## config.mk

```make
export PLATFORM = sky130hd
export DESIGN_NAME = ext_irq_decoder
export DESIGN_NICKNAME = d
export VERILOG_FILES = /design/src/rtl/eirq_pkg.sv /design/src/rtl/eirq_sync.sv /design/src/rtl/eirq_pend.sv /design/src/rtl/eirq_select.sv /design/src/rtl/ext_irq_decoder.sv
export SDC_FILE = /design/constraint.sdc
export NUM_CORES = 1
export LEC_CHECK = 0
export BUFFER_PORTS_ARGS = -buffer_cell sky130_fd_sc_hd__buf_2
export CAP_MARGIN = 0
export CORE_MARGIN = 2
export CORE_UTILIZATION = 54
export DETAILED_ROUTE_END_ITERATION = 10
export HOLD_SLACK_MARGIN = 0.12
export PLACE_DENSITY_LB_ADDON = 0.05
export SLEW_MARGIN = 20
export SYNTH_ARGS = -nofsm -noshare
export SYNTH_HDL_FRONTEND = slang
export SYNTH_SLANG_ARGS = --single-unit
```

## constraint.sdc

```tcl
create_clock -name clk -period 2.35 [get_ports clk]
set_input_delay 0.47 -clock clk [delete_from_list [all_inputs] [get_ports clk]]
set_output_delay 0.47 -clock clk [all_outputs]
set_load 0.01 [all_outputs]
```

## src/rtl/eirq_pkg.sv

```systemverilog
`timescale 1ns/1ps
package eirq_pkg;

    typedef enum logic [1:0] {
        PINS_DEDICATED = 2'b00,
        PINS_EXPANDED  = 2'b01,
        PINS_MIXED     = 2'b10,
        PINS_ALT_DED   = 2'b11
    } pin_mode_e;

    typedef enum logic [1:0] {
        SRC_NONE = 2'd0,
        SRC_DED  = 2'd1,
        SRC_VEC  = 2'd2,
        SRC_NMI  = 2'd3
    } src_kind_e;

    typedef enum logic [1:0] {
        ST_IDLE   = 2'd0,
        ST_OFFER  = 2'd1,
        ST_RETIRE = 2'd2
    } hs_state_e;

endpackage

```

## src/rtl/eirq_sync.sv

```systemverilog
`timescale 1ns/1ps
module eirq_sync #(
    parameter int W      = 8,
    parameter int STAGES = 2
) (
    input  logic         clk,
    input  logic         rst_n,
    input  logic [W-1:0] d,
    output logic [W-1:0] q
);
    // inputs are active low, so every stage resets to the inactive level
    logic [W-1:0] chain [STAGES];

    always_ff @(posedge clk or negedge rst_n) begin
        if (!rst_n) begin
            for (int s = 0; s < STAGES; s++) chain[s] <= '1;
        end else begin
            chain[0] <= d;
            for (int s = 1; s < STAGES; s++) chain[s] <= chain[s-1];
        end
    end

    assign q = chain[STAGES-1];
endmodule

```

## src/rtl/eirq_pend.sv

```systemverilog
`timescale 1ns/1ps
module eirq_pend #(
    parameter int NPIN = 8
) (
    input  logic            clk,
    input  logic            rst_n,
    input  logic [NPIN-1:0] pin_s,
    input  logic [NPIN-1:0] ded_role,
    input  logic [NPIN-1:0] edge_sel,
    input  logic [NPIN-1:0] ded_clr,
    input  logic            nmi_s,
    input  logic            nmi_clr,
    output logic [NPIN-1:0] ded_pend,
    output logic            nmi_pend
);
    logic [NPIN-1:0] pin_prev;
    logic [NPIN-1:0] fall;
    logic [NPIN-1:0] armed;
    logic [NPIN-1:0] edge_flag;
    logic            nmi_prev;
    logic            nmi_fall;

    always_ff @(posedge clk or negedge rst_n) begin
        if (!rst_n) begin
            pin_prev <= '1;
            nmi_prev <= 1'b1;
        end else begin
            pin_prev <= pin_s;
            nmi_prev <= nmi_s;
        end
    end

    assign fall     = pin_prev & ~pin_s;
    assign armed    = ded_role & edge_sel;
    assign nmi_fall = nmi_prev & ~nmi_s;

    for (genvar i = 0; i < NPIN; i++) begin : g_pin
        always_ff @(posedge clk or negedge rst_n) begin
            if (!rst_n)             edge_flag[i] <= 1'b0;
            else if (!armed[i])     edge_flag[i] <= 1'b0;
            else if (fall[i])       edge_flag[i] <= 1'b1;   // a new edge outranks the clear
            else if (ded_clr[i])    edge_flag[i] <= 1'b0;
        end

        assign ded_pend[i] = ded_role[i] & (edge_sel[i] ? edge_flag[i] : ~pin_s[i]);

        // a seen edge on an armed pin is latched, clear or not
        assert_edge_latch_R9: assert property (@(posedge clk) disable iff (!rst_n)
            (armed[i] && fall[i]) |=> edge_flag[i]);
    end

    always_ff @(posedge clk or negedge rst_n) begin
        if (!rst_n)        nmi_pend <= 1'b0;
        else if (nmi_fall) nmi_pend <= 1'b1;
        else if (nmi_clr)  nmi_pend <= 1'b0;
    end

    assert_nmi_latch_R7: assert property (@(posedge clk) disable iff (!rst_n)
        nmi_fall |=> nmi_pend);
endmodule

```

## src/rtl/eirq_select.sv

```systemverilog
`timescale 1ns/1ps
module eirq_select
    import eirq_pkg::*;
#(
    parameter int NPIN    = 8,
    parameter int MIX_DED = 3,
    parameter logic [MIX_DED-1:0] MIX_FILL = 3'b010
) (
    input  pin_mode_e       mode,
    input  logic [NPIN-1:0] pin_s,
    input  logic [NPIN-1:0] ded_pend,
    input  logic            nmi_pend,
    output logic [NPIN-1:0] ded_role,
    output logic            sel_valid,
    output src_kind_e       sel_kind,
    output logic [NPIN-1:0] sel_vec
);
    localparam int PREFIX_W = NPIN - MIX_DED;

    logic [NPIN-1:0] vec_val;
    logic            vec_on;
    logic            ded_any;
    logic [NPIN-1:0] ded_idx;

    always_comb begin
        unique case (mode)
            PINS_EXPANDED: begin
                ded_role = '0;
                vec_val  = ~pin_s;
                vec_on   = |(~pin_s);
            end
            PINS_MIXED: begin
                ded_role = {{MIX_DED{1'b1}}, {PREFIX_W{1'b0}}};
                vec_val  = {~pin_s[PREFIX_W-1:0], MIX_FILL};
                vec_on   = |(~pin_s[PREFIX_W-1:0]);
            end
            default: begin
                ded_role = '1;
                vec_val  = '0;
                vec_on   = 1'b0;
            end
        endcase
    end

    // ascending scan: the last pending index seen is the highest one
    always_comb begin
        ded_any = 1'b0;
        ded_idx = '0;
        for (int i = 0; i < NPIN; i++) begin
            if (ded_pend[i]) begin
                ded_any = 1'b1;
                ded_idx = NPIN'(i);
            end
        end
    end

    always_comb begin
        sel_valid = 1'b1;
        sel_kind  = SRC_NONE;
        sel_vec   = '0;
        if (nmi_pend) begin
            sel_kind = SRC_NMI;
        end else if (ded_any) begin
            sel_kind = SRC_DED;
            sel_vec  = ded_idx;
        end else if (vec_on) begin
            sel_kind = SRC_VEC;
            sel_vec  = vec_val;
        end else begin
            sel_valid = 1'b0;
        end
    end

    always_comb begin
        if (sel_valid && sel_kind == SRC_VEC)
            assert_vec_nonzero_R5: assert (sel_vec != '0);
    end
endmodule

```

## src/rtl/ext_irq_decoder.sv

```systemverilog
`timescale 1ns/1ps
module ext_irq_decoder
    import eirq_pkg::*;
#(
    parameter int NPIN        = 8,
    parameter int SYNC_STAGES = 2,
    parameter int MIX_DED     = 3,
    parameter logic [MIX_DED-1:0] MIX_FILL = 3'b010
) (
    input  logic            clk,
    input  logic            rst_n,
    input  logic [1:0]      mode_sel,
    input  logic [NPIN-1:0] edge_sel,
    input  logic [NPIN-1:0] pin_n,
    input  logic            nmi_n,
    input  logic            ack,
    output logic            req,
    output logic [1:0]      req_kind,
    output logic [NPIN-1:0] req_vec,
    output logic [NPIN-1:0] ded_pend
);
    hs_state_e       st, st_nx;
    src_kind_e       cap_kind;
    logic [NPIN-1:0] cap_vec;

    logic [NPIN-1:0] pin_s;
    logic [0:0]      nmi_s;
    logic [NPIN-1:0] ded_role;
    logic [NPIN-1:0] ded_clr;
    logic            nmi_clr;
    logic            nmi_pend;
    logic            sel_valid;
    src_kind_e       sel_kind;
    logic [NPIN-1:0] sel_vec;
    logic            retire;
    logic            preempt;

    eirq_sync #(.W(NPIN), .STAGES(SYNC_STAGES)) u_pin_sync (
        .clk(clk), .rst_n(rst_n), .d(pin_n), .q(pin_s)
    );

    eirq_sync #(.W(1), .STAGES(SYNC_STAGES)) u_nmi_sync (
        .clk(clk), .rst_n(rst_n), .d(nmi_n), .q(nmi_s)
    );

    eirq_pend #(.NPIN(NPIN)) u_pend (
        .clk(clk), .rst_n(rst_n), .pin_s(pin_s), .ded_role(ded_role),
        .edge_sel(edge_sel), .ded_clr(ded_clr), .nmi_s(nmi_s[0]),
        .nmi_clr(nmi_clr), .ded_pend(ded_pend), .nmi_pend(nmi_pend)
    );

    eirq_select #(.NPIN(NPIN), .MIX_DED(MIX_DED), .MIX_FILL(MIX_FILL)) u_select (
        .mode(pin_mode_e'(mode_sel)), .pin_s(pin_s), .ded_pend(ded_pend),
        .nmi_pend(nmi_pend), .ded_role(ded_role), .sel_valid(sel_valid),
        .sel_kind(sel_kind), .sel_vec(sel_vec)
    );

    assign retire  = (st == ST_OFFER) && ack;
    assign preempt = (st == ST_OFFER) && !ack && nmi_pend && (cap_kind != SRC_NMI);
    assign nmi_clr = retire && (cap_kind == SRC_NMI);

    for (genvar i = 0; i < NPIN; i++) begin : g_clr
        assign ded_clr[i] = retire && (cap_kind == SRC_DED) && (cap_vec == NPIN'(i));
    end

    // state register
    always_ff @(posedge clk or negedge rst_n) begin
        if (!rst_n) st <= ST_IDLE;
        else        st <= st_nx;
    end

    // transitions: TAKE (IDLE->OFFER), PREEMPT (OFFER->OFFER), ACCEPT (OFFER->RETIRE), REARM (RETIRE->IDLE)
    always_comb begin
        st_nx = st;
        unique case (st)
            ST_IDLE:   if (sel_valid) st_nx = ST_OFFER;
            ST_OFFER:  if (ack)       st_nx = ST_RETIRE;
            ST_RETIRE:                st_nx = ST_IDLE;
            default:                  st_nx = ST_IDLE;
        endcase
    end

    always_ff @(posedge clk or negedge rst_n) begin
        if (!rst_n) begin
            cap_kind <= SRC_NONE;
            cap_vec  <= '0;
        end else if (st == ST_IDLE && sel_valid) begin
            cap_kind <= sel_kind;
            cap_vec  <= sel_vec;
        end else if (preempt) begin
            cap_kind <= SRC_NMI;
            cap_vec  <= '0;
        end else if (st == ST_RETIRE) begin
            cap_kind <= SRC_NONE;
            cap_vec  <= '0;
        end
    end

    // outputs
    always_comb begin
        req      = 1'b0;
        req_kind = SRC_NONE;
        req_vec  = '0;
        unique case (st)
            ST_OFFER: begin
                req      = 1'b1;
                req_kind = cap_kind;
                req_vec  = cap_vec;
            end
            ST_IDLE, ST_RETIRE: ;
            default: ;
        endcase
    end

    assert_hold_R8: assert property (@(posedge clk) disable iff (!rst_n)
        (req && !ack && !preempt) |=> (req && $stable(req_vec) && $stable(req_kind)));

    assert_gap_R8: assert property (@(posedge clk) disable iff (!rst_n)
        (req && ack) |=> !req);

    assert_preempt_R7: assert property (@(posedge clk) disable iff (!rst_n)
        (req && !ack && nmi_pend && req_kind != SRC_NMI) |=> (req_kind == SRC_NMI));

    assert_nmi_first_R7: assert property (@(posedge clk) disable iff (!rst_n)
        (st == ST_IDLE && nmi_pend) |=> (req && req_kind == SRC_NMI));

    assert_clr_onehot_R3: assert property (@(posedge clk) disable iff (!rst_n)
        $onehot0(ded_clr));

    assert_ded_range_R2: assert property (@(posedge clk) disable iff (!rst_n)
        (req && req_kind == SRC_DED) |-> (req_vec < NPIN));
endmodule

```

---- Word-level counts from Yosys, hierarchy flattened ----
Cells that the tools add are included.
Widths: inputs -> output; s select.
operators by class
  add/sub/neg operators ................... 0
  multipliers ............................. 0
  div/mod/pow operators ................... 0
  order comparisons ....................... 0
  equality and inequality tests ........... 24
  shift-type cells ........................ 0
  muxes and demuxes ....................... 73
  bitwise gates (word level) .............. 22
  reductions and logical operators ........ 23
operator list
  kind                count
  $mux 8              7
  $mux 1              47
  $eq 8x3->1 const B  4
  $pmux 8 s2          2
  $ne 3x2->1 const B  8
  $mux 2              11
  $and 8x8->8         2
  $eq 8x2->1 const B  2
  $logic_and 1x1->1   15
  $mux 3              4
  $and 1x1->1         9
  $not 1->1           9
  $eq 8x1->1 const B  1
  $logic_not 8->1     1
  $not 8->8           1
  $reduce_or 8->1     1
  $eq 2x1->1 const B  3
  $eq 2x2->1 const B  3
  $ne 2x2->1 const B  3
  $not 5->5           1
  $reduce_or 5->1     1
  $pmux 2 s2          1
  $reduce_bool 3->1   1
  $logic_not 2->1     1
  other kinds (4)     4
word-level totals
  register bits after elaboration ......... 48
  bits in latches ......................... 0
  bits in writable memories ............... 0
  ROM bits ................................ 0
  bits of input ports ..................... 22
  output and inout bits ................... 19
  logic and storage cells ................. 160
  memories ................................ 0

---- Logic depth before layout (Yosys ltp) ----
Gate-level depths: netlist (run 1).
  depth after elaboration ................. 15
  depth in mapped cells ................... 8

---- Hierarchy ----
A second synthesis (run 1) with hierarchy kept.
unflattened totals
  cell total of the unflattened synthesis .. 218
  area total of the unflattened synthesis .. 2366.0 sq um
modules (own cells, without submodules)
  module                   times used  cells an instance  area each (sq um)
  eirq_pend                1           77                 789.5
  ext_irq_decoder          1           65                 689.4
  eirq_sync at u_pin_sync  1           24                 480.5
  eirq_select              1           50                 354.1
  eirq_sync at u_nmi_sync  1           2                  52.6

---- Worst setup path after synthesis (run 1) ----
No wires, ideal clock.
  path type ............................... input-to-reg
  start ................................... in mode_sel[0]
  end ..................................... reg cap_vec[2]
  library setup time ...................... 66 ps
  data arrival time ....................... 2099 ps
  path slack .............................. 185 ps
  cell stages on the path ................. 7
  cell sequence ........................... inv_1 > ha_1 > o211a_4 > nor4_4 > nand4_4 > o41ai_4 > a22o_1
between the ends
  elaborated cells between the ends (all ways) .. 34
  classes of those cells .................. eq/ne (2); mux (22); bitwise (8); reduce/logical (2)
RTL lines
  element                                                              RTL line               RTL
  start: declaration                                                   ext_irq_decoder.sv:12  input logic [1:0] mode_sel,
  $eq 2x2->1 / $eq 2x1->1 (equally long branches)                      eirq_select.sv:26      unique case (mode)
  $pmux 8 s2 (*)                                                       eirq_select.sv:26
  $and 1x1->1 (*)                                                      eirq_pend.sv:45        assign ded_pend[i] = ded_role[i] & (edge_sel[i] ? edge_flag[i] : ~pin_s[i]);
  net ded_pend[4]                                                      ext_irq_decoder.sv:20  output logic [NPIN-1:0] ded_pend
  $mux 1 (4 in series)                                                 eirq_select.sv:50      if (ded_pend[i]) begin
  $mux 1                                                               eirq_select.sv:63      end else if (ded_any) begin
  $mux 1                                                               eirq_select.sv:61      if (nmi_pend) begin
  $logic_and 1x1->1                                                    ext_irq_decoder.sv:87  end else if (st == ST_IDLE && sel_valid) begin
  $reduce_bool 3->1 (no source line) / $mux 8 (equally long branches)  -
  end signal: assignment                                               ext_irq_decoder.sv:89  cap_vec <= sel_vec;
  end: declaration                                                     ext_irq_decoder.sv:24  logic [NPIN-1:0] cap_vec;
Mark *: on every way through the listed nets, which the timed path passes. The rest lies on a longest branch.
A chain may end at the register's enable or synchronous reset.

---- Worst setup path after layout (run 1) ----
  start ................................... reg u_pin_sync.chain (netlist bit u_pin_sync.q[4])
  end ..................................... reg cap_vec[2]
between the ends
  longest elaborated chain between the ends .. 11
  elaborated cells between the ends (all ways) .. 25
  classes of those cells .................. mux (17); bitwise (4); reduce/logical (4)
RTL lines
  element                                                              RTL line               RTL
  start: declaration                                                   eirq_sync.sv:12        logic [W-1:0] chain [STAGES];
  $not 1->1                                                            eirq_pend.sv:45
  $mux 1                                                               eirq_pend.sv:45
  $and 1x1->1                                                          eirq_pend.sv:45
  $mux 1 (4 in series)                                                 eirq_select.sv:50
  $mux 1                                                               eirq_select.sv:63
  $mux 1                                                               eirq_select.sv:61
  $logic_and 1x1->1                                                    ext_irq_decoder.sv:87
  $reduce_bool 3->1 (no source line) / $mux 8 (equally long branches)  -
Several ways; a longest one is shown, not always the timed one.

==> impl_metrics.csv, run 1 <==
group,metric,value,unit
sta,worstMarginPinSlew,784,ps
finish,drive_gt1_share,36.5,%
pwr,p_sw,0.704,mW
pwr,p_clk_share,27.4,%
logic_synthesis,syn-num-nets,221,
global_route,grt_max_degree,38,
floorplan,rows,23,
global_route,first_global_vias,1589,
worst_setup_path,critPathArrivalTime,2430,ps
logic_synthesis,ys_seq_elements,48,
finish,nets,273,
logic_synthesis,ys_seq_area_share,57.1,%
pwr,leakagePower,1.21,nW
logic_synthesis,synth.most_common_cell,"dfstp_2",
route,num_vias,1646,
finish,area_growth,19.9,%
sta,fin_skew,10.5,ps
sta,post-route-period-util,93.3,%
pwr,p_per_area,859,mW/mm2
global_route,grt_overflow,0,
placed_design,gp_congestion,0.861,
floorplan,dieArea,0.00453,mm2
route,drt_iter0_drc,51,
finish,fill_cells,333,
logic_synthesis,synth.distinct_cells,37,
worst_setup_path,cp_cell_sequence,"inv_2 -> o211a_4 -> nor4_4 -> nand4_4 -> o41ai_4 -> buf_4 -> a22o_1",
worst_setup_path,startpoint_type,"flop",
sta,final_hold_viol_count,0,
sta,whs,244,ps
logic_synthesis,ys_warn_count,0,
pwr,sequentialPowerShare,47.0,%
clocking,numCtsBuffers,5,
floorplan,fp.dieW,67.3,um
run,max_cap_violations,0,
global_route,grt_usage,23.0,%
hold_path,min_path_type,"input pin to asynchronous set/reset pin",
worst_setup_path,crit_family,"compound AO/OA/AOI/OAI gates",
worst_setup_path,worstReg2RegStart,"u_pin_sync.q[4]",
route,routedWlPerCell,15.6,um
logic_synthesis,synth_top_area_share,32.8,%
clocking,htreeDepth,2,
worst_setup_path,slowest_stage,"dfstp_2",
clocking,numClockSinks,48,
floorplan,core,0.00391,mm2
placed_design,io_buffers,40,
finish,seqCellArea,0.00123,mm2
global_route,antenna_found_initial,0,
worst_setup_path,worst_ep_required_time,2590,ps
route,drc,0,
worst_setup_path,path_max_fanout,8,
sta,slew_headroom,47.7,%
logic_synthesis,synth_commonest_cells,"27 x dfstp_2, 21 x dfrtp_1, 15 x inv_1, 15 x nand2_1, 15 x o21ai_1",
logic_synthesis,yosysTopAreaCell,"dfstp_2",
worst_setup_path,cpPeakStageDelay,570,ps
pwr,comb_power_share,25.7,%
pwr,internal_power,1.52,mW
sta,layout_min_cycle_time,2190,ps
floorplan,initial_utilization,55.3,%
worst_setup_path,worstSetupPathType,"flop to flop",
clocking,clock_latency,300,ps
global_route,grt_pass1_wl,7.49,mm
logic_synthesis,async_reset_ff_share,100,%
logic_synthesis,syn-cell-area,0.00216,mm2
worst_setup_path,critPathLaunch,"u_pin_sync.q[4]",
sta,rsz0062_at_grt,"no",
pwr,irDropWorstVdd,0.000628,V
pwr,switching_share,31.6,%
sta,clock.fmax,456,MHz
clocking,cts_root_buffer,"clkbuf_8",
worst_setup_path,critPathCaptureType,"flop",
placed_design,dp_hpwl,3.52,mm
clocking,clock_path_buffers,2,
route,routed_wl,4.67,mm
clocking,cts_tree,"yes",
sta,drv_slew,0,
floorplan,boundaryPins,41,
logic_synthesis,ys.flop_type,"dfstp_2",
run_status,status,"completed",
route,ant_nets,0,
logic_synthesis,syn_area_per_cell,11.0,um2
worst_setup_path,crit_buf_inv,2,
logic_synthesis,synthTopCellsByArea,"dfstp_2 33%, dfrtp_1 24%, and2_1 3.8%, o21ai_1 3.5%, a22o_1 3.2%",
route,vias_per_cell,5.51,
finish,multi_input_area,862,um2
floorplan,die_y,67.3,um
logic_synthesis,synth-edff-count,0,
sta,fin_setup_tns,0,ps
clocking,cts.reportedPaths.clkPinSlew,80,ps
route,drt_pre_antenna_iters,4,
logic_synthesis,syn_inst,196,
finish,antenna_cells,0,
sta,setup_viol_count_final,0,
final cells by class:
type	count	area share (%)
flip-flops and latches	48	47.6
clock buffers	8	4.73
repair buffers	47	9.74
inverters	16	2.31
multi-input cells	130	33.2
well taps	50	2.41
through the flow:
step           instances  power (mW)  setup WS (ps)  cell area (um2)  util (%)
6_report             299        2.23            158             2590      66.3
5_1_grt              299        2.35           43.5             2590      66.3
4_1_cts              298        2.23            133             2590      66.1
3_5_place_dp         290        1.61           -115             2460      63.0
3_3_place_gp         290        1.59           8.68             2460      63.0
2_1_floorplan        196        1.40            185             2160         -
per-layer routing:
layer  vias up  share of wire [%]  routed length (um)  track usage, %
met4         0                1.8                  84            7.65
met2        51                 49                2290            38.0
met3         8                5.7                 266            5.50
met1       798                 43                2030            29.8
li1        789                  -                   -               -
met5         -                  0                   0               0
sequential cells by signal, indices dropped and copies added, names as in the netlist:
signal,cells
cap_kind,2
u_nmi_sync.chain,1
u_pend.nmi_pend,1
u_pend.nmi_prev,1
st,2
u_pin_sync.chain,8
u_pend.edge_flag,8
u_pin_sync.q,8
cap_vec,8
u_nmi_sync.q,1
u_pend.pin_prev,8
kinds of logic (layout without fill, tap and decap cells):
family / count (synthesis) / in the layout / share of synthesized area, %
flip-flops: 48 / 48 / 57.1
adder cells (fa/ha/maj): 3 / 3 / 1.73
AND/OR/NAND/NOR: 68 / 68 / 18.8
buffers and inverters: 18 / 71 / 3.12
AO/OA/AOI/OAI: 59 / 59 / 19.2
repair_timing:
action / in CTS / in global routing
endpoints found under the setup margin: 0 / 8
hold buffers: 0 / 0
resized for setup: 0 / 0
setup buffers: 0 / 1
hold endpoints to repair: 0 / 0
worst reg2reg max path, cell delays in order (launching register included):
cell	delay, ps
dfstp_2	570
inv_2	60
o211a_4	270
nor4_4	340
nand4_4	210
o41ai_4	330
buf_4	210
a22o_1	150
power by group through the flow:
stage,registers (mW),clock network (mW),logic (mW)
finish,1.05,0.610,0.572
global route,1.06,0.653,0.642
CTS,1.04,0.624,0.559
detailed placement,1.06,0,0.557
global placement,1.05,0,0.538
floorplan,1.02,0,0.377
worst paths after layout:
kind | endpoint | slack, ps | depth (start not counted)
setup reg to reg | cap_vec[2] | 160 | 7
hold / removal | st[1] | 240 | 1
hold reg to reg | u_pin_sync.q[6] | 360 | 0
min in group clk | u_pin_sync.chain[9] | 250 | 1
max in group asynchronous | u_pin_sync.q[5] | 1420 | 2
setup / recovery | cap_vec[2] | 160 | 7
cell usage in the layout (no fill, tap or decap), types with 3 or more instances in the layout:
| master | synthesis | routed |
|---|---|---|
| a21oi_1 | 9 | 9 |
| a22o_1 | 8 | 8 |
| and2_1 | 13 | 13 |
| and3b_1 | 3 | 3 |
| buf_2 | 0 | 40 |
| buf_4 | 0 | 7 |
| clkbuf_8 | 0 | 5 |
| dfrtp_1 | 21 | 21 |
| dfstp_2 | 27 | 27 |
| ha_1 | 3 | 3 |
| inv_1 | 15 | 15 |
| nand2_1 | 15 | 15 |
| nand2b_1 | 8 | 8 |
| nand3_1 | 3 | 3 |
| nor2_1 | 7 | 7 |
| nor3_1 | 4 | 4 |
| o21a_1 | 4 | 4 |
| o21ai_0 | 8 | 8 |
| o21ai_1 | 15 | 15 |
| o22ai_1 | 5 | 5 |
| o31ai_1 | 3 | 3 |
| or2_1 | 3 | 3 |
Note: power is estimated with default switching activity, not from simulation.
==> inputs of run 2 (changes only) <==
Settings changed: ABC_AREA set to 1, CORE_UTILIZATION 54 to 35.
==> impl_metrics.csv, run 2 <==
group,metric,value,unit
sta,drv_slew,0,
finish,fill_cells,666,
finish,nets,331,
clocking,cts_root_buffer,"clkbuf_8",
pwr,p_clk_share,27.2,%
placed_design,gp_congestion,0.803,
placed_design,io_buffers,40,
sta,fin_skew,6.14,ps
logic_synthesis,synth.most_common_cell,"inv_1",
global_route,grt_overflow,0,
pwr,leakagePower,1.44,nW
sta,fin_setup_tns,0,ps
global_route,grt_pass1_wl,8.74,mm
pwr,internal_power,1.43,mW
pwr,irDropWorstVdd,0.000361,V
clocking,clock_latency,290,ps
route,drc,0,
finish,multi_input_area,787,um2
floorplan,core,0.00631,mm2
clocking,clock_path_buffers,2,
sta,layout_min_cycle_time,1970,ps
run_status,status,"completed",
worst_setup_path,critPathArrivalTime,1500,ps
worst_setup_path,cpPeakStageDelay,490,ps
sta,clock.fmax,508,MHz
finish,layout_common_cells,"55 x inv_1, 53 x nand2_1, 40 x buf_2, 27 x dfstp_2, 21 x dfrtp_1",
logic_synthesis,syn_area_per_cell,8.71,um2
pwr,p_per_area,793,mW/mm2
route,routed_wl,5.05,mm
placed_design,dp_hpwl,3.98,mm
sta,setup_viol_count_final,0,
finish,mostFrequentLayoutCell,"inv_1",
worst_setup_path,slowest_stage,"ha_1",
route,drt_pre_antenna_iters,4,
logic_synthesis,synth_top_family_by_area,"simple AND/OR/NAND/NOR gates",
worst_setup_path,critPathCaptureType,"output pin",
pwr,total_power,2.12,mW
logic_synthesis,syn-cell-area,0.00227,mm2
placed_design,post-place-ws,218,ps
route,ant_nets,0,
logic_synthesis,synth.distinct_cells,29,
sta,rsz0062_at_grt,"no",
route,routedWlPerCell,13.2,um
sta,post-route-period-util,83.7,%
logic_synthesis,ys_seq_area_share,54.4,%
floorplan,die_y,84.6,um
pwr,sequentialPowerShare,46.8,%
finish,antenna_cells,0,
pwr,switching_share,32.8,%
worst_setup_path,path_max_fanout,8,
floorplan,rows,29,
logic_synthesis,synthTopCellsByArea,"dfstp_2 31%, dfrtp_1 23%, inv_1 9.1%, nand2_1 8.8%, nand4_1 4.1%",
worst_setup_path,worst_ep_required_time,1880,ps
route,drt_iter0_drc,69,
worst_setup_path,startpoint_type,"input pin",
clocking,numClockSinks,48,
pwr,comb_power_share,26.0,%
clocking,hold_buffers,0,
global_route,grt_usage,15.6,%
clocking,cts_resized,0,
floorplan,fp.dieW,84.6,um
sta,final_hold_viol_count,0,
logic_synthesis,synth-simple-area-share,27.1,%
floorplan,boundaryPins,41,
logic_synthesis,ys_seq_elements,48,
route,num_vias,1785,
global_route,first_global_vias,1796,
finish,drive_gt1_share,30.6,%
clocking,numCtsBuffers,5,
run,max_cap_violations,0,
floorplan,dieArea,0.00715,mm2
sta,slew_headroom,63.8,%
logic_synthesis,syn-num-nets,286,
logic_synthesis,async_reset_ff_share,100,%
worst_setup_path,cp_cell_sequence,"buf_2 -> inv_1 -> ha_1 -> nand3_1 -> inv_1 -> buf_2",
clocking,cts_setup_buffers,0,
finish,seqCellArea,0.00123,mm2
route,vias_per_cell,4.65,
logic_synthesis,synthMuxAreaShare,0,%
worst_setup_path,worstSetupPathType,"input pin to output pin",
logic_synthesis,ys.flop_type,"dfstp_2",
pwr,p_sw,0.696,mW
logic_synthesis,syn_inst,261,
logic_synthesis,yosysTopAreaCell,"dfstp_2",
hold_path,min_path_type,"input pin to asynchronous set/reset pin",
logic_synthesis,synthXorXnorAreaFrac,0,%
logic_synthesis,synth-edff-count,0,
clocking,cts_tree,"yes",
clocking,htreeDepth,2,
sta,worstMarginPinSlew,543,ps
logic_synthesis,ys_warn_count,0,
floorplan,initial_utilization,36.0,%
sta,setup_slack,382,ps
logic_synthesis,synth_compound_area_share,5.89,%
logic_synthesis,synthAdderAreaFrac,1.65,%
logic_synthesis,synth_top_area_share,31.2,%
finish,area_growth,17.8,%
global_route,antenna_found_initial,0,
clocking,cts.reportedPaths.clkPinSlew,80,ps
global_route,grt_max_degree,28,
logic_synthesis,synth_commonest_cells,"55 x inv_1, 53 x nand2_1, 27 x dfstp_2",
[run 2: cell count changes after synthesis, moves of 4 or more]
cell	delta
a22o_1	-8
a22oi_1	+4
and2_1	-13
inv_1	+40
nand2_1	+38
nand2_2	+4
nand2b_1	-8
nand3_1	+14
nand4_1	+14
nor2_1	+11
o21a_1	-4
o21ai_0	-6
o21ai_1	-13
[run 2: power by group through the flow]
stage                     Sequential (mW)  Clock [mW]  Combinational (mW)
after floorplan                     0.984           0               0.405
after global placement               1.01           0               0.558
after detailed placement             1.01           0               0.560
after CTS                           0.992       0.611               0.562
after global routing                 1.00       0.647               0.637
final                               0.993       0.578               0.552
[run 2: stage by stage]
step	hold slack [ps]	cells	cell area [um2]	util (%)
6_report	146	384	2680	42.4
5_1_grt	168	384	2680	42.4
3_5_place_dp	347	376	2570	40.7
4_1_cts	151	384	2680	42.4
3_3_place_gp	345	376	2570	40.7
2_1_floorplan	174	261	2270	-
[run 2: cell families after synthesis]
| kind of cell | after synthesis |
|---|---|
| AND/OR/NAND/NOR | 125 |
| buffers and inverters | 63 |
| flip-flops | 48 |
| AO/OA/AOI/OAI | 22 |
| adder cells (fa/ha/maj) | 3 |
[run 2: final timing paths]
check | from | end | slack, ps | cells after the start
max | mode_sel[0] | ded_pend[1] | 380 | 6
min | rst_n | u_pend.edge_flag[2] | 150 | 1
max reg2reg | u_pin_sync.q[6] | cap_kind[1] | 680 | 9
min reg2reg | u_pin_sync.chain[11] | u_pin_sync.q[3] | 360 | 0
max in group asynchronous | rst_n | u_pin_sync.q[1] | 1600 | 2
min in group clk | pin_n[5] | u_pin_sync.chain[13] | 270 | 1
[run 2: final cells by class]
cell class                 instances  area share (%)
timing repair buffer              43            8.79
tap                               77            3.60
sequential                        48            46.1
clock inverter                     1            1.12
inverter                          58            8.13
multi-input combinational        150            29.4
clock buffer                       7            2.85
[run 2: routing by layer]
layer	GRT usage (%)	wire length (um)	part of all wire (%)
met1	22.3	2460	49
met2	23.8	2320	46
met3	3.54	230	4.6
met4	4.76	38	0.75
met5	0	0	0
[run 2: critical path: cells and delay by family]
family,cells,cell delay [ps]
fa+ha+maj,1,490
buf+inv,4,360
simple gates,1,180
==> inputs of run 3 (changes only) <==
Clock period 2.35 ns to 2 ns, I/O delays scaled along.
==> impl_metrics.csv, run 3 (synthesized netlist as in run 2, its figures left out) <==
group,metric,value,unit
run_status,status,"completed",
finish,area_growth,22.3,%
worst_setup_path,cpPeakStageDelay,420,ps
route,drt_iter0_drc,57,
sta,fin_setup_tns,0,ps
route,routedWlPerCell,13.1,um
clocking,cts_root_buffer,"clkbuf_8",
worst_setup_path,cp.depth,7,
clocking,numCtsBuffers,5,
run,max_cap_violations,0,
worst_setup_path,crit_buf_inv,5,
clocking,clock_path_buffers,2,
pwr,leakagePower,1.49,nW
clocking,cts_setup_buffers,0,
worst_setup_path,critPathArrivalTime,1400,ps
sta,clock.fmax,555,MHz
worst_setup_path,cp_cell_sequence,"buf_2 -> inv_1 -> ha_2 -> nand3_1 -> buf_4 -> inv_1 -> buf_2",
clocking,numClockSinks,48,
sta,layout_min_cycle_time,1800,ps
floorplan,die_y,84.6,um
finish,layout_common_cells,"55 x inv_1, 53 x nand2_1, 40 x buf_2, 27 x dfstp_2, 21 x dfrtp_1",
global_route,grt_max_degree,28,
route,num_vias,1819,
finish,mostFrequentLayoutCell,"inv_1",
placed_design,post-place-ws,61.1,ps
finish,final_util,44.0,%
pwr,irDropWorstVdd,0.000531,V
placed_design,io_buffers,40,
hold_path,min_path_type,"input pin to flop",
route,drt_pre_antenna_iters,4,
worst_setup_path,startpoint_type,"input pin",
floorplan,initial_utilization,36.0,%
sta,rsz0062_at_grt,"no",
worst_setup_path,crit_family,"buffers and inverters",
route,vias_per_cell,4.57,
finish,drive_gt1_share,34.0,%
sta,drv_slew,0,
sta,setup_slack,199,ps
global_route,grt_overflow,0,
hold_path,hold_depth,1,
sta,slew_headroom,63.8,%
pwr,p_per_area,892,mW/mm2
worst_setup_path,critPathCaptureType,"output pin",
route,ant_nets,0,
pwr,total_power,2.48,mW
placed_design,dpl_cell_area,0.00268,mm2
floorplan,fp.dieW,84.6,um
worst_setup_path,r2r_cells,9,
global_route,antenna_found_initial,0,
finish,nets,345,
worst_setup_path,worstSetupPathType,"input pin to output pin",
floorplan,rows,29,
floorplan,core,0.00631,mm2
worst_setup_path,worst_ep_required_time,1600,ps
floorplan,dieArea,0.00715,mm2
placed_design,dp.cells,389,
worst_setup_path,slowest_stage,"ha_2",
clocking,cts_tree,"yes",
route,drc,0,
route,routed_wl,5.22,mm
sta,post-route-period-util,90.1,%
clocking,cts.reportedPaths.clkPinSlew,90,ps
worst_setup_path,path_max_fanout,8,
placed_design,dp_hpwl,4.15,mm
global_route,grt_pass1_wl,8.80,mm
clocking,htreeDepth,2,
global_route,first_global_vias,1824,
sta,fin_skew,6.52,ps
finish,final_cell_area,0.00278,mm2
floorplan,boundaryPins,41,
finish,instances_no_fill,398,
placed_design,gp_congestion,0.827,
sta,final_hold_viol_count,0,
sta,worstMarginPinSlew,543,ps
finish,antenna_cells,0,
clocking,clock_latency,300,ps
global_route,grt_usage,15.8,%
sta,setup_viol_count_final,0,
sta,whs,190,ps
## run 3: cell types whose count changed in the layout (fill, tap and decap cells not counted)
cell,delta
ha_1,-1
buf_4,+12
ha_2,+1
bufinv_16,-1
clkinvlp_4,+1
clkinv_2,+1
dlygate4sd3_1,+1
clkbuf_1,-1
buf_12,+1
## run 3: layer usage
metal | GRT usage (%) | vias to the layer above | share of wire (%)
li1 | - | 946 | -
met1 | 22.0 | 828 | 51
met2 | 25.1 | 39 | 44
met3 | 2.95 | 6 | 4.0
met4 | 5.19 | 0 | 1.5
met5 | 0 | - | 0
## run 3: layout make-up
class | count | area (um2)
Tap cell | 77 | 96.3
Fill cell | 673 | 3530
Inverter | 58 | 218
Sequential cell | 48 | 1230
Multi-Input combinational cell | 150 | 790
Clock buffer | 6 | 72.6
Timing Repair Buffer | 57 | 355
Clock inverter | 2 | 12.5
## run 3: path summary, 6_finish.rpt
check | from | end | slack (ps)
min in group asynchronous | rst_n | u_pend.edge_flag[2] | 610
hold reg to reg | u_pin_sync.chain[10] | u_pin_sync.q[2] | 360
setup reg to reg | u_pin_sync.q[2] | cap_kind[0] | 390
hold / removal | pin_n[1] | u_pin_sync.chain[9] | 190
max in group asynchronous | rst_n | u_pend.pin_prev[1] | 790
setup / recovery | mode_sel[0] | ded_pend[1] | 200
## run 3: timing repair
| item | CTS | global route |
|---|---|---|
| endpoints found under the setup margin | 0 | 1 |
| hold endpoints to repair | 16 | 0 |
| gates resized for setup | 0 | 1 |
| hold buffers | 1 | 0 |
## run 3: report_power, final
group	total, mW	internal [mW]	switching [mW]	leakage (nW)
Clock	0.564	0.245	0.319	0.0412
Sequential	1.16	1.09	0.0723	0.560
Combinational	0.753	0.298	0.455	0.893
Total	2.48	1.63	0.846	1.49
## run 3: worst register-to-register path, cell delays in order, from the launching register on
cell	delay [ps]
dfstp_2	630
nand2_1	90
nand3_1	100
nand2_1	110
nor2_4	120
nand4_2	100
nand2_2	130
buf_4	130
nand4_1	70
nand2_1	70
